$ cat config.mk
export PLATFORM = sky130hd
export DESIGN_NAME = async_tx9
export DESIGN_NICKNAME = d
export VERILOG_FILES = /design/src/rtl/async_tx9_pkg.sv /design/src/rtl/async_tx9_tick_div.sv /design/src/rtl/async_tx9_shifter.sv /design/src/rtl/async_tx9_ctrl.sv /design/src/rtl/async_tx9.sv
export SDC_FILE = /design/constraint.sdc
export NUM_CORES = 1
export LEC_CHECK = 0
export ABC_AREA = 1
export BUFFER_PORTS_ARGS = -buffer_cell sky130_fd_sc_hd__buf_2
export CAP_MARGIN = 10
export CORE_MARGIN = 2
export CORE_UTILIZATION = 35
export DETAILED_ROUTE_END_ITERATION = 8
export PLACE_DENSITY = 0.59
export SLEW_MARGIN = 20
export SYNTH_ARGS = -nofsm -noshare
export SYNTH_HDL_FRONTEND = slang
export SYNTH_HIERARCHICAL = 1
export SYNTH_SLANG_ARGS = --single-unit
$ cat constraint.sdc
create_clock -name clk -period 2.6 [get_ports clk]
set_input_delay 0.39 -clock clk [delete_from_list [all_inputs] [get_ports clk]]
set_output_delay 0.39 -clock clk [all_outputs]
set_load 0.1 [all_outputs]
$ cat src/rtl/async_tx9_pkg.sv
package async_tx9_pkg;

    localparam int TX_DATA_W = 8;
    localparam int TX_SR_W   = TX_DATA_W + 1;

    typedef logic [TX_SR_W-1:0] tx_shreg_t;

    typedef enum logic [1:0] {
        TX_IDLE  = 2'd0,
        TX_WAIT  = 2'd1,
        TX_START = 2'd2,
        TX_DATA  = 2'd3
    } tx_state_e;

    typedef struct packed {
        logic [TX_DATA_W-1:0] data;
        logic                 ninth;
        logic                 wide;
    } tx_req_t;

    // Bit placed above the data byte at load: the frame's ninth bit or a stop marker.
    function automatic logic top_bit(input tx_req_t r);
        return r.wide ? r.ninth : 1'b1;
    endfunction

    // Only the marker (one position up) and the output bit may still be non-zero.
    function automatic logic marker_reached(input tx_shreg_t s);
        return (s[TX_SR_W-1:2] == '0) && s[1];
    endfunction

endpackage

$ cat src/rtl/async_tx9_tick_div.sv
module async_tx9_tick_div #(
    parameter int OVERSAMPLE = 16
) (
    input  logic clk,
    input  logic rst,
    input  logic tick,
    output logic roll
);
    localparam int CW = (OVERSAMPLE > 1) ? $clog2(OVERSAMPLE) : 1;
    localparam logic [CW-1:0] LAST = CW'(OVERSAMPLE - 1);

    logic [CW-1:0] cnt_q;

    always_ff @(posedge clk) begin
        if (rst) begin
            cnt_q <= '0;
        end else if (tick) begin
            cnt_q <= (cnt_q == LAST) ? '0 : cnt_q + 1'b1;
        end
    end

    assign roll = tick && (cnt_q == LAST);

    AST_CNT_HOLD: assert property (@(posedge clk) disable iff (rst)
        !tick |=> $stable(cnt_q));

endmodule

$ cat src/rtl/async_tx9_shifter.sv
module async_tx9_shifter
    import async_tx9_pkg::*;
(
    input  logic    clk,
    input  logic    rst,
    input  logic    load,
    input  tx_req_t req,
    input  logic    shift_en,
    output logic    out_bit,
    output logic    last_due
);
    tx_shreg_t sr_q;
    logic      wide_q;
    logic      first_q;
    logic      fill;

    // The first shift of a long frame brings in the stop marker; zeros follow.
    assign fill = wide_q && first_q;

    always_ff @(posedge clk) begin
        if (rst) begin
            sr_q    <= '1;
            wide_q  <= 1'b0;
            first_q <= 1'b0;
        end else if (load) begin
            sr_q    <= {top_bit(req), req.data};
            wide_q  <= req.wide;
            first_q <= 1'b1;
        end else if (shift_en) begin
            sr_q    <= {fill, sr_q[TX_SR_W-1:1]};
            first_q <= 1'b0;
        end
    end

    assign out_bit  = sr_q[0];
    assign last_due = !first_q && marker_reached(sr_q);

    AST_SR_HOLD: assert property (@(posedge clk) disable iff (rst)
        (!load && !shift_en) |=> $stable(sr_q));

endmodule

$ cat src/rtl/async_tx9_ctrl.sv
module async_tx9_ctrl
    import async_tx9_pkg::*;
(
    input  logic      clk,
    input  logic      rst,
    input  logic      wr_stb,
    input  logic      roll,
    input  logic      last_due,
    input  logic      clr_done,
    output logic      load,
    output logic      shift_en,
    output tx_state_e state,
    output logic      tx_done
);
    tx_state_e state_q, state_d;
    logic      done_q;
    logic      finish;

    assign load     = wr_stb && (state_q == TX_IDLE);
    assign shift_en = (state_q == TX_DATA) && roll;
    assign finish   = shift_en && last_due;

    always_comb begin
        state_d = state_q;
        unique case (state_q)
            TX_IDLE:  if (load) state_d = TX_WAIT;
            TX_WAIT:  if (roll) state_d = TX_START;
            TX_START: if (roll) state_d = TX_DATA;
            TX_DATA:  if (finish) state_d = TX_IDLE;
            default:  state_d = TX_IDLE;
        endcase
    end

    always_ff @(posedge clk) begin
        if (rst) begin
            state_q <= TX_IDLE;
            done_q  <= 1'b0;
        end else begin
            state_q <= state_d;
            if (finish) begin
                done_q <= 1'b1;
            end else if (clr_done) begin
                done_q <= 1'b0;
            end
        end
    end

    assign state   = state_q;
    assign tx_done = done_q;

    AST_START_ON_ROLL: assert property (@(posedge clk) disable iff (rst)
        $rose(state_q == TX_START) |-> $past(roll));
    AST_DONE_ON_ROLL: assert property (@(posedge clk) disable iff (rst)
        $rose(done_q) |-> $past(roll));
    AST_DONE_STICKY: assert property (@(posedge clk) disable iff (rst)
        (done_q && !clr_done) |=> done_q);
    AST_DONE_SET_WINS: assert property (@(posedge clk) disable iff (rst)
        (finish && clr_done) |=> done_q);

endmodule

$ cat src/rtl/async_tx9.sv
module async_tx9
    import async_tx9_pkg::*;
#(
    parameter int OVERSAMPLE = 16
) (
    input  logic                 clk,
    input  logic                 rst,
    input  logic                 tick16,
    input  logic                 wr_stb,
    input  logic [TX_DATA_W-1:0] wr_data,
    input  logic                 frame11,
    input  logic                 ninth_bit,
    input  logic                 clr_done,
    output logic                 txd,
    output logic                 tx_done
);
    logic      roll;
    logic      load;
    logic      shift_en;
    logic      out_bit;
    logic      last_due;
    tx_state_e state;
    tx_req_t   req;

    assign req = '{data: wr_data, ninth: ninth_bit, wide: frame11};

    async_tx9_tick_div #(.OVERSAMPLE(OVERSAMPLE)) div_i (
        .clk  (clk),
        .rst  (rst),
        .tick (tick16),
        .roll (roll)
    );

    async_tx9_ctrl ctrl_i (
        .clk      (clk),
        .rst      (rst),
        .wr_stb   (wr_stb),
        .roll     (roll),
        .last_due (last_due),
        .clr_done (clr_done),
        .load     (load),
        .shift_en (shift_en),
        .state    (state),
        .tx_done  (tx_done)
    );

    async_tx9_shifter shf_i (
        .clk      (clk),
        .rst      (rst),
        .load     (load),
        .req      (req),
        .shift_en (shift_en),
        .out_bit  (out_bit),
        .last_due (last_due)
    );

    always_comb begin
        unique case (state)
            TX_START: txd = 1'b0;
            TX_DATA:  txd = out_bit;
            default:  txd = 1'b1;
        endcase
    end

    AST_LINE_IDLE_HIGH: assert property (@(posedge clk) disable iff (rst)
        ((state == TX_IDLE) || (state == TX_WAIT)) |-> txd);

endmodule

### Word level (Yosys, flattened, before mapping)

Index checks and enable logic that the tools add are counted.

| cells by class | value |
|---|---|
| $add $sub $neg | 1 |
| equal/unequal tests | 8 |
| multiplexer cells | 14 |
| reductions and logical operators | 13 |

Operators with widths:

| kind | number |
|---|---|
| $mux 9 | 2 |
| $mux 2 | 4 |
| $ne 2x1->1 const B | 4 |
| $pmux 2 s4 | 1 |
| $logic_and 1x1->1 | 7 |
| $logic_not 7->1 | 1 |
| $mux 1 | 5 |
| $add 4x1->4 const B | 1 |
| $eq 2x2->1 const B | 2 |
| $eq 4x4->1 const B | 1 |
| $mux 4 | 1 |
| $reduce_and 4->1 | 1 |
| $reduce_bool 2->1 | 2 |
| $eq 2x1->1 const B | 1 |
| $logic_not 2->1 | 1 |
| $pmux 1 s2 | 1 |
| $logic_not 1->1 | 1 |

| word-level totals | value |
|---|---|
| flip-flop bits (word level) | 18 |
| word-level logic and storage cells | 42 |

### Logic depth before layout (Yosys ltp)

| depth | value |
|---|---|
| depth after elaboration | 6 |
| depth in mapped cells | 10 |

### Cells and area by module

Netlist, hierarchy kept.

Modules (own cells, without submodules):

| module | instances | cells an instance | area each (um^2) |
|---|---|---|---|
| async_tx9_shifter | 1 | 70 | 480.5 |
| async_tx9_ctrl | 1 | 36 | 249.0 |
| async_tx9_tick_div | 1 | 24 | 207.7 |
| async_tx9 | 1 | 2 | 7.5 |

### Worst setup path before layout

No wires, ideal clock.

| timing path | value |
|---|---|
| kind | register to output |
| start | reg ctrl_i.state_q[0] (netlist: ctrl_i/state[0]) |
| end | out txd |
| data arrival time | 1.070 ns |
| data required time | 2.210 ns |
| path slack | 1.140 ns |
| stages on the path, launching flop included | 3 |
| path through | dfxtp_1 -> nand2_1 -> nand2_1 |

| between the ends | value |
|---|---|
| word-level cells in the longest chain between the ends | 2 |

Ends and longest elaborated chain:

| item | line | RTL |
|---|---|---|
| start, declared | async_tx9_ctrl.sv:15 | `tx_state_e state_q, state_d;` |
| start signal, assigned | async_tx9_ctrl.sv:39 | `state_q <= state_d;` |
| $eq 2x2->1 | async_tx9.sv:58 | `unique case (state)` |
| $pmux 1 s2 * | async_tx9.sv:58 |  |
| end, declared | async_tx9.sv:14 | `output logic txd,` |

Every way passes the cells marked *; elsewhere a longest branch is shown, timed or not.

### Final worst setup path

Ends and elaborated chain as after synthesis.

==> results.cfg <==
[status]
outcome = completed

[routing]
routed_via_density = 4.64
wl_per_cell_um = 10.2
wl_um = 1830
firstDrtPassIters = 4
ant_nets = 0
dr_total_vias = 830
drcViolationCount = 0
first_iter_violations = 15

[worst_setup_path]
critPathMaxStageDelay_ns = 0.42
crit_start = ctrl_i/state[0]
cp_slowest_cell = dfxtp_1
required_ns = 2.21
rr_startpoint = ctrl_i/state[0]
path_common_cell = nand2_1
rrSetupSlack_ns = 0.98
path_cells = nand2_1 -> nand2_1 -> buf_2
critPathCaptureType = output port
crit_arrival_ns = 1.26
crit_type = reg2out
cp_max_fo = 5
start_kind = flip-flop

[die]
die_y_um = 56.0
die_w_um = 56.0
dieArea_um2 = 3130
initial_core_util = 0.375
coreArea_um2 = 2520
io_pins = 17
row_count = 18

[timing]
relSlewSlack = 0.678
setup_viol = 0
final.setup.tns_ns = 0
min_period_over_period = 0.635
drv_slew = 0
rsz0062_at_grt = false
fin_worst_skew_ns = 0.0108
hold_violations = 0
fmax_mhz = 606
layout_min_cycle_time_ns = 1.65
worstMarginPinSlew_ns = 0.487

[grt]
grt_use_total = 0.137
antenna_found_initial = 0
gr-total-overflow = 0
grt_max_degree = 18
grt_first_pass_wirelength_um = 3500
grt_pass1_vias = 882

[logic_synthesis]
synth_seq_cells = 18
async_flop_share = 0
synth-main-ff-cell = dfxtp_1
synth_cells = 132
synth_cell_types = 23
synth_top_area_cell = dfxtp_1
synth_edf_count = 0
syn-num-nets = 152
syn_area_um2 = 945
syn_avg_cell_area_um2 = 7.16
synth_top_area_frac = 0.381
synth.area.top_cells = dfxtp_1, nand2_1, a21oi_1, ha_1, nor2_1
yosysWarnings = 6
synth_seq_area_share = 0.381

[clock_tree]
ctsResizeCount = 0
h-tree-depth = 1
tritoncts = yes
cts.sinks = 18
cts-hold-fix-buffers = 0
clk_pin_slew_ns = 0.11
post-cts-setup-buffers = 0
cts-root-buf = clkbuf_4
clk_path_buf_depth = 2
numCtsBuffers = 3
clk_latency_ns = 0.29

[worst_hold_path]
min_path_type = in2reg
min-delay-start = wr_data[1]

[place]
hpwl_um = 1420
gp_congestion = 0.730
port_buffers = 16
dpl.cell_count = 175

[layout]
drive_gt1_frac = 0.221
nets = 170
final_cells = 179
area_growth_pct = 13.8
post-route-util = 0.426
antenna_cells = 0
final_cell_mix = nand2_1, dfxtp_1, buf_2
final_common_cell = nand2_1

[pwr]
ir_drop_v = 0.000508
power_leakage_nw = 0.511
powerDensity_nw_per_um2 = 824

[flow_run]
maxCapViolCount = 0
## where the power goes
| part | internal, mW | switching, mW |
|---|---|---|
| clock network | 0.0852 | 0.0881 |
| logic | 0.117 | 0.207 |
| registers | 0.339 | 0.0504 |
## flip-flops by register name (all words and copies together) (netlist names)
register        cells
ctrl_i/state        2
ctrl_i/tx_done      1
div_i/cnt_q         4
shf_i/first_q       1
shf_i/sr_q          9
shf_i/wide_q        1
## worst max-delay path: cells and delay by family (launching register included)
family	cells	cell delay, ns
buf+inv	1	0.42
flops	1	0.42
simple gates	2	0.13
## cells by family (layout without fill, tap and decap cells)
| family | Yosys count | count (layout) | synth area share |
|---|---|---|---|
| AND/OR/NAND/NOR | 73 | 73 | 0.360 |
| multiplexers | 1 | 1 | 0.0106 |
| adder cells (fa/ha/maj) | 5 | 5 | 0.0662 |
| XOR/XNOR | 1 | 1 | 0.00927 |
| AO/OA/AOI/OAI | 15 | 15 | 0.0834 |
| flip-flops | 18 | 18 | 0.381 |
| buffers and inverters | 19 | 36 | 0.0887 |
## cell usage after synthesis (2+ instances only)
master	instances
a21oi_1	13
dfxtp_1	18
ha_1	5
inv_1	14
inv_2	2
nand2_1	33
nand2_2	4
nand3_1	10
nand4_1	2
nor2_1	15
nor2_2	2
nor2_4	2
nor3_1	2
## stage by stage
| step | worst slack (ns) | hold WS [ns] | power (mW) | instance area (µm²) |
|---|---|---|---|---|
| 5_1_grt | 0.800 | 0.318 | 0.966 | 1070 |
| 3_5_place_dp | 1.02 | 0.456 | 0.721 | 1040 |
| 6_report | 0.950 | 0.315 | 0.886 | 1070 |
| 2_1_floorplan | 1.14 | 0.439 | 0.656 | 945 |
| 3_3_place_gp | 1.05 | 0.454 | 0.714 | 1040 |
| 4_1_cts | 0.942 | 0.310 | 0.895 | 1070 |
## final timing paths
check                        end  depth (start not counted)
setup reg to reg   shf_i/sr_q[6]                          9
setup / recovery             txd                          3
hold reg to reg   ctrl_i/tx_done                          2
hold / removal     shf_i/sr_q[1]                          3
## routing by layer
| metal | routed length [µm] | GRT usage |
|---|---|---|
| met5 | 0 | 0 |
| met4 | 19 | 0.0646 |
| met3 | 85 | 0.0279 |
| met2 | 846 | 0.233 |
| met1 | 882 | 0.163 |
## area by class of cell
type                    instances  area, µm²
multi-input cells              95        500
flip-flops and latches         18        360
inverters                      16       60.1
repair buffers                 16       80.1
fillers                       274       1450
clock buffers                   4       36.3
well taps                      30       37.5
(Power assumes the default switching activity.)
